`config.mk`:
```
export PLATFORM = sky130hd
export DESIGN_NAME = lcd_write_seq
export DESIGN_NICKNAME = d
export VERILOG_FILES = /design/src/rtl/lcdw_pkg.sv /design/src/rtl/lcdw_timer.sv /design/src/rtl/lcdw_wait_sel.sv /design/src/rtl/lcd_write_seq.sv
export SDC_FILE = /design/constraint.sdc
export NUM_CORES = 1
export LEC_CHECK = 0
export BUFFER_PORTS_ARGS = -buffer_cell sky130_fd_sc_hd__buf_2
export CAP_MARGIN = 10
export CORE_MARGIN = 4
export CORE_UTILIZATION = 45
export CTS_BUF_LIST = sky130_fd_sc_hd__clkbuf_2
export DETAILED_ROUTE_END_ITERATION = 12
export PLACE_DENSITY = 0.66
export SETUP_SLACK_MARGIN = 0.4
export SYNTH_ARGS = -nofsm -noshare
export SYNTH_HDL_FRONTEND = slang
export SYNTH_SLANG_ARGS = --single-unit
```
`constraint.sdc`:
```
create_clock -name clk -period 3.25 [get_ports clk]
set_clock_uncertainty 0.2 [all_clocks]
set_input_delay 0.325 -clock clk [delete_from_list [all_inputs] [get_ports clk]]
set_output_delay 0.325 -clock clk [all_outputs]
set_load 0.01 [all_outputs]
```
`src/rtl/lcdw_pkg.sv`:
```
package lcdw_pkg;

    typedef enum logic [2:0] {
        ST_IDLE,
        ST_SETUP,
        ST_PULSE,
        ST_HOLD,
        ST_GAP,
        ST_WAIT
    } seq_state_e;

    typedef struct packed {
        logic       is_data;
        logic [7:0] code;
    } lcd_req_t;

    localparam logic [7:0] CMD_CLEAR = 8'h01;

    function automatic int imax(input int a, input int b);
        return (a > b) ? a : b;
    endfunction

    function automatic logic needs_long_wait(input lcd_req_t r);
        return (!r.is_data) && (r.code == CMD_CLEAR);
    endfunction

    function automatic logic [7:0] bus_value(input lcd_req_t r, input logic four,
                                             input logic low_half);
        if (!four)
            return r.code;
        return low_half ? {r.code[3:0], 4'h0} : {r.code[7:4], 4'h0};
    endfunction

endpackage

```
`src/rtl/lcdw_timer.sv`:
```
module lcdw_timer #(
    parameter int CW = 8
) (
    input  logic          clk,
    input  logic          rst,
    input  logic          load,
    input  logic [CW-1:0] load_val,
    output logic          done
);
    logic [CW-1:0] cnt;

    always_ff @(posedge clk) begin
        if (rst)
            cnt <= '0;
        else if (load)
            cnt <= load_val;
        else if (cnt != '0)
            cnt <= cnt - 1'b1;
    end

    assign done = (cnt == '0);

    AST_TIMER_STEP: assert property (@(posedge clk) disable iff (rst)
        (!load && cnt != '0) |=> (cnt == $past(cnt) - 1'b1)) else $error("timer step");

endmodule

```
`src/rtl/lcdw_wait_sel.sv`:
```
module lcdw_wait_sel
    import lcdw_pkg::*;
#(
    parameter int CW         = 8,
    parameter int SHORT_WAIT = 5,
    parameter int CLEAR_WAIT = 17
) (
    input  lcd_req_t      req,
    output logic [CW-1:0] wait_m1
);
    localparam logic [CW-1:0] SHORT_M1 = CW'(SHORT_WAIT - 1);
    localparam logic [CW-1:0] CLEAR_M1 = CW'(CLEAR_WAIT - 1);

    always_comb begin
        wait_m1 = needs_long_wait(req) ? CLEAR_M1 : SHORT_M1;
    end

endmodule

```
`src/rtl/lcd_write_seq.sv`:
```
module lcd_write_seq
    import lcdw_pkg::*;
#(
    parameter bit FOUR_BIT   = 1'b0,
    parameter int SETUP_CYC  = 2,
    parameter int PULSE_CYC  = 12,
    parameter int HOLD_CYC   = 1,
    parameter int GAP_CYC    = 50,
    parameter int SHORT_WAIT = 2000,
    parameter int CLEAR_WAIT = 250000
) (
    input  logic       clk,
    input  logic       rst,
    input  logic       in_valid,
    input  logic       in_is_data,
    input  logic [7:0] in_code,
    output logic       in_ready,
    output logic       lcd_rs,
    output logic       lcd_rw,
    output logic       lcd_e,
    output logic [7:0] lcd_d,
    output logic       flash_ce_off
);
    localparam int MAX_CYC = imax(imax(imax(SETUP_CYC, PULSE_CYC), imax(HOLD_CYC, GAP_CYC)),
                                  imax(SHORT_WAIT, CLEAR_WAIT));
    localparam int CW = $clog2(MAX_CYC + 1);
    localparam logic [CW-1:0] SETUP_M1 = CW'(SETUP_CYC - 1);
    localparam logic [CW-1:0] PULSE_M1 = CW'(PULSE_CYC - 1);
    localparam logic [CW-1:0] HOLD_M1  = CW'(HOLD_CYC - 1);
    localparam logic [CW-1:0] GAP_M1   = CW'(GAP_CYC - 1);

    seq_state_e    state, nxt_state;
    lcd_req_t      req_q;
    logic          second_q;
    logic          t_load, t_done;
    logic [CW-1:0] t_val, wait_m1;

    lcdw_wait_sel #(
        .CW(CW), .SHORT_WAIT(SHORT_WAIT), .CLEAR_WAIT(CLEAR_WAIT)
    ) u_wait (
        .req(req_q), .wait_m1(wait_m1)
    );

    lcdw_timer #(.CW(CW)) u_timer (
        .clk(clk), .rst(rst), .load(t_load), .load_val(t_val), .done(t_done)
    );

    always_comb begin
        nxt_state = state;
        t_load    = 1'b0;
        t_val     = '0;
        unique case (state)
            ST_IDLE: if (in_valid) begin
                nxt_state = ST_SETUP; t_load = 1'b1; t_val = SETUP_M1;
            end
            ST_SETUP: if (t_done) begin
                nxt_state = ST_PULSE; t_load = 1'b1; t_val = PULSE_M1;
            end
            ST_PULSE: if (t_done) begin
                nxt_state = ST_HOLD; t_load = 1'b1; t_val = HOLD_M1;
            end
            ST_HOLD: if (t_done) begin
                t_load = 1'b1;
                if (FOUR_BIT && !second_q) begin
                    nxt_state = ST_GAP; t_val = GAP_M1;
                end else begin
                    nxt_state = ST_WAIT; t_val = wait_m1;
                end
            end
            ST_GAP: if (t_done) begin
                nxt_state = ST_SETUP; t_load = 1'b1; t_val = SETUP_M1;
            end
            ST_WAIT: if (t_done) nxt_state = ST_IDLE;
            default: nxt_state = ST_IDLE;
        endcase
    end

    always_ff @(posedge clk) begin
        if (rst) begin
            state    <= ST_IDLE;
            req_q    <= '0;
            second_q <= 1'b0;
        end else begin
            state <= nxt_state;
            if (state == ST_IDLE && in_valid) begin
                req_q    <= '{is_data: in_is_data, code: in_code};
                second_q <= 1'b0;
            end else if (state == ST_GAP && t_done) begin
                second_q <= 1'b1;
            end
        end
    end

    assign in_ready     = (state == ST_IDLE);
    assign lcd_e        = (state == ST_PULSE);
    assign lcd_rs       = req_q.is_data;
    assign lcd_d        = bus_value(req_q, FOUR_BIT, second_q);
    assign lcd_rw       = 1'b0;
    assign flash_ce_off = 1'b1;

    AST_E_ONLY_BUSY: assert property (@(posedge clk) disable iff (rst)
        lcd_e |-> !in_ready) else $error("enable while idle");
    AST_BUS_STABLE_E: assert property (@(posedge clk) disable iff (rst)
        lcd_e |=> ($stable(lcd_d) && $stable(lcd_rs))) else $error("bus moved under enable");
    AST_REQ_HELD: assert property (@(posedge clk) disable iff (rst)
        !in_ready |=> $stable(req_q)) else $error("byte changed while busy");
    AST_READY_AFTER_E_LOW: assert property (@(posedge clk) disable iff (rst)
        $rose(in_ready) |-> !$past(lcd_e)) else $error("ready straight after enable");

    generate
        if (FOUR_BIT) begin : g_nib
            AST_LOW_LINES_IDLE: assert property (@(posedge clk) disable iff (rst)
                lcd_e |-> (lcd_d[3:0] == 4'h0)) else $error("low lines driven");
        end
    endgenerate

endmodule

```
## Yosys cells after proc, flatten, opt, wreduce, memory -nomap -nowiden

Index checks and enable logic that the tools add are counted.

| storage, ports and cells | value |
|---|---|
| flip-flop bits (word level) | 30 |
| word-level logic and storage cells | 44 |
| output and inout port bits | 13 |

| cells by class | value |
|---|---|
| equality and inequality tests | 12 |
| reduce and logical (&&, ||, !) cells | 9 |
| mux-type cells | 18 |
| add/sub/neg operators | 1 |

Operators with widths:

| kind | count |
|---|---|
| two-way mux 18 bit | 4 |
| case mux 18 bit (4 select lines) | 1 |
| zero test 18 bit | 1 |
| two-way mux 3 bit | 6 |
| case mux 3 bit (6 select lines) | 1 |
| nonzero test 18 bit | 1 |
| subtractor 18 x 1 -> 18 bit, second input constant | 1 |
| != test 2 bit, second input constant | 5 |
| == test 8 x 1 -> 1 bit, second input constant | 1 |
| == test 3 x 2 -> 1 bit, second input constant | 2 |
| == test 3 bit, second input constant | 2 |
| AND reduction 6 bit | 1 |
| two-way mux 1 bit | 4 |
| two-way mux 4 bit | 1 |
| OR reduction 4 bit | 1 |
| == test 3 x 1 -> 1 bit, second input constant | 1 |
| zero test 3 bit | 1 |
| logical AND 1 bit | 2 |
| != test 2 x 1 -> 1 bit, second input constant | 1 |
| case mux 1 bit (2 select lines) | 1 |
| nonzero test 2 bit | 1 |
| zero test 1 bit | 1 |

## Logic depth before layout (Yosys ltp)

| depth | value |
|---|---|
| depth in word-level cells | 6 |
| mapped depth | 7 |
| mapped depth without buffers | 7 |

## By module

A second synthesis with hierarchy kept.

| second synthesis, totals | value |
|---|---|
| cells, all modules | 243 |
| area total of the unflattened synthesis | 1864.3 um2 |

Modules (own cells, without submodules):

| module | area each (um2) | instances | cells an instance |
|---|---|---|---|
| lcdw_timer | 993.5 | 1 | 125 |
| lcd_write_seq | 708.2 | 1 | 95 |
| lcdw_wait_sel | 162.7 | 1 | 23 |

## Least setup slack after synthesis

Ideal clock, no wire load.

| timing path | value |
|---|---|
| kind | flip-flop to flip-flop |
| start | reg u_timer.cnt[0] |
| end | reg u_timer.cnt[17] |
| setup time | 0.151 ns |
| slack | 0.948 ns |
| stages on the path, launching flop included | 8 |
| period minus slack after synthesis | 2.302 ns |
| data arrival time | 1.951 ns |
| required time | 2.899 ns |
| cell sequence | dfxtp_1 inv_1 ha_1 or4b_4 or4b_4 o21a_1 nand2_1 o22ai_1 |

| on the way | value |
|---|---|
| longest elaborated chain between the ends | 4 |
| elaborated cells on any way between the ends | 10 |
| classes of those cells | add/sub (1); mux (6); reduce/logical (3) |

Ends and longest elaborated chain:

| element | line | source |
|---|---|---|
| start, declared | lcdw_timer.sv:10 | `logic [CW-1:0] cnt;` |
| start signal, assigned | lcdw_timer.sv:16 | `cnt <= load_val;` |
| start signal, assigned | lcdw_timer.sv:18 | `cnt <= cnt - 1'b1;` |
| parallel branches: the longest is 4 deep, another holds subtractor 18 x 1 -> 18 bit | n/a |  |

Several ways; the timed one is not identified. The select of a mux whose other input is x is not followed.
A chain may end at the register's enable or synchronous reset.

## Final worst setup path

Ends and elaborated chain as after synthesis.

==> run_results.csv <==
group,metric,value,unit
run_status,run_status,"finished, final reports clean",
timing,finalHoldViolCount,0,
logic_synthesis,synth_xor_area_frac,0.08716,
die,core.rowCount,21,
final_layout,synthToLayoutAreaGrowth,16.19,%
logic_synthesis,synthesis.area,0.001608,mm²
timing,tns,0,ps
drt,firstDrtPassIters,4,
timing,setup_viol_count_final,0,
logic_synthesis,synthArstFlopShare,0,
final_layout,fin_nets,242,
logic_synthesis,synth_mux_area_frac,0,
pwr,pwr-share-seq,0.318,
placed_design,placedCellCount,259,
cts,clkTransAtPathRegs,160,ps
cts,cts_tree,"yes",
global_route,antenna_found_initial,0,
logic_synthesis,ys_ff_latch,30,
pwr,p_leak,0.7529,nW
cts,cts_max_level,2,
cts,cts_root_buffer,"clkbuf_2",
cts,clk_path_buf_depth,2,
final_layout,mostFrequentLayoutCells,"nand2_1, dfxtp_1, buf_2, a21oi_1, nor2_1",
final_layout,regArea,600.6,µm²
drt,drtAntennaViolNets,0,
die,pin_count,25,
logic_synthesis,synth_fp_nets,212,
logic_synthesis,seq_area_frac_synth,0.3735,
timing,min_period,2462,ps
placed_design,portBuffers,22,
logic_synthesis,synth_top_family_by_area,"simple AND/OR/NAND/NOR gates",
timing,slew_viol_final,0,
critical_path,crit_fanout,7,
logic_synthesis,yosysWarnings,0,
final_layout,finalNonFillerCells,276,
die,core_area,0.003390,mm²
logic_synthesis,avgSynthCellArea,8.079,µm²
die,initial_core_util,0.4743,
logic_synthesis,synth_compound_area_frac,0.1689,
global_route,grt_max_degree,20,
logic_synthesis,synthAdderAreaFrac,0.007782,
pwr,vdd_drop_max,0.4421,mV
timing,fmax,406.2,MHz
timing,fin_ws,788.2,ps
cts,cts_buffers,5,
timing,relSlewSlack,0.5936,
timing,rsz0062_at_grt,"false",
final_layout,drive_above_1_share,0.1739,
critical_path,crit_chain,"inv_1 > ha_1 > or4b_4 > or4b_4 > o21a_1 > nand2_1 > o22ai_1",
drt,drtIter0Drc,58,
min_path,hold_class,"primary input to register",
placed_design,gp_congestion,0.8090,
critical_path,crit_arrival,2550,ps
final_layout,final_common_cell,"nand2_1",
global_route,grt_overflow,0,
cts,cts_sinks,30,
pwr,p_clk_frac,0.094,
timing,fin_crit_sh,0.7575,
critical_path,critPathMaxStageDelay,520,ps
final_layout,diodes,0,
global_route,grt_pass1_wl,6299,µm
logic_synthesis,synth_edf_count,0,
pwr,power,2.018,mW
die,die_x,67.78,µm
logic_synthesis,syn_inst,199,
critical_path,slowest_stage,"or4b_4",
pwr,comb_power_share,0.588,
placed_design,dp_hpwl,2578,µm
final_layout,multi_input_area,930.9,µm²
critical_path,cp_common_cell,"or4b_4",
placed_design,dp_slack,795.0,ps
drt,wl_per_cell,13.72,µm
logic_synthesis,synth_ff_type,"dfxtp_1",
critical_path,worstSetupStartpointType,"register",
drt,wl,3788,µm
die,die_h,67.78,µm
critical_path,critPathKind,"register to register",
drt,vias_per_cell,5.228,
die,die_area,0.004593,mm²
cts,post_cts_buffers,0,
flow_run,max_cap_violations,0,
critical_path,end_kind,"register",
global_route,grt_pass1_vias,1307,
global_route,grt_util_all_layers,0.1887,
logic_synthesis,synth.distinct_cells,45,
final_layout,fill_cells,329,
drt,drc,0,
cts,clkLatencyLatePin,390,ps
pwr,internal_power,1.049,mW
pwr,p_sw_frac,0.4803,
critical_path,crit_required,3340,ps
logic_synthesis,synth-simple-area-share,0.3105,
pwr,powerDensity,1080,mW/mm²
timing,tightest_slew,608.4,ps
pwr,p_sw,0.9690,mW
drt,vias,1443,
## routing by layer
layer  GRT usage  share of wire  up-vias
met4     0.09677          0.014        0
met2      0.2746           0.46       17
li1            -              -      759
met5           0              0        -
met3     0.04493          0.036        7
met1      0.2573           0.49      660
## layout make-up
type	count	area share
multi-input combinational	153	0.4983
sequential	30	0.3215
timing repair buffer	33	0.1152
tap	46	0.03081
clock buffer	5	0.01340
inverter	6	0.01206
clock inverter	3	0.008707
## path summary, 6_finish.rpt
path | start | endpoint | slack, ps | depth (start not counted)
worst max register to register | u_timer.cnt[0]$_SDFFE_PP0P_ | u_timer.cnt[17]$_SDFFE_PP0P_ | 790 | 7
worst min register to register | lcd_d[6]$_SDFFE_PP0P_ | lcd_d[6]$_SDFFE_PP0P_ | 280 | 2
worst min-delay path | rst | state[2]$_SDFFE_PP0P_ | 130 | 2
worst max-delay path | u_timer.cnt[0]$_SDFFE_PP0P_ | u_timer.cnt[17]$_SDFFE_PP0P_ | 790 | 7
## registers in the layout, indices dropped and copies added (netlist names)
signal / count
state: 3
lcd_d: 8
u_timer.cnt: 18
lcd_rs: 1
## per-stage QoR
stage | util | hold WS [ps] | instance area (µm²)
final | 0.5511 | 130.6 | 1868
after global routing | 0.5511 | 143.5 | 1868
after CTS | 0.5511 | 122.8 | 1868
after detailed placement | 0.5124 | 260.6 | 1737
after global placement | 0.5124 | 259.7 | 1737
after floorplan | - | 261.0 | 1608
## cell families after synthesis
logic type / count (synthesis)
DFF: 30
AOI/OAI and AO/OA: 43
and+or+nand+nor: 91
buffers and inverters: 16
adders and majority gates: 1
xor gates and xnor gates: 16
other: 2
## worst max-delay path, delay by kind of cell, from the launching register on
family | cells | cell delay (ps)
simple gates | 3 | 1160
flops | 1 | 380
compound gates | 2 | 370
fa+ha+maj | 1 | 210
buf+inv | 1 | 70
## Yosys cell counts, types with 2 or more instances
| cell type | count | area [µm²] |
|---|---|---|
| o31ai_1 | 2 | 15.01 |
| a311oi_1 | 2 | 17.52 |
| nand4_1 | 3 | 18.77 |
| or4b_4 | 2 | 27.53 |
| nand2_1 | 34 | 127.6 |
| and2_1 | 3 | 18.77 |
| nand3_1 | 3 | 15.01 |
| o21ai_0 | 6 | 30.03 |
| clkbuf_1 | 5 | 18.77 |
| xnor2_1 | 8 | 70.07 |
| nor3_1 | 8 | 40.04 |
| buf_4 | 2 | 15.01 |
| a31oi_1 | 2 | 12.51 |
| xor2_1 | 8 | 70.07 |
| o21a_1 | 5 | 37.54 |
| nor4_1 | 4 | 25.02 |
| or3_1 | 3 | 18.77 |
| o22ai_1 | 2 | 12.51 |
| nor2_1 | 15 | 56.30 |
| or4_1 | 2 | 15.01 |
| a21oi_1 | 19 | 95.09 |
| nand4b_1 | 3 | 26.28 |
| dfxtp_1 | 30 | 600.6 |
| conb_1 | 2 | 7.510 |
| inv_1 | 6 | 22.52 |
## power by group through the flow
stage          Combinational [mW]  Clock [mW]  Sequential [mW]
5_1_grt                      1.33       0.216            0.663
3_5_place_dp                 1.17           0            0.650
3_3_place_gp                 1.18           0            0.651
4_1_cts                      1.19       0.192            0.640
6_report                     1.19       0.189            0.642
2_1_floorplan               0.964           0            0.607
## repair_timing
| action | 4_1_cts | 5_1_grt |
|---|---|---|
| hold endpoints to repair | 9 | 0 |
| hold buffers | 9 | 0 |
| gates resized for setup | 0 | 0 |
Power figures use the tool's default switching activity.
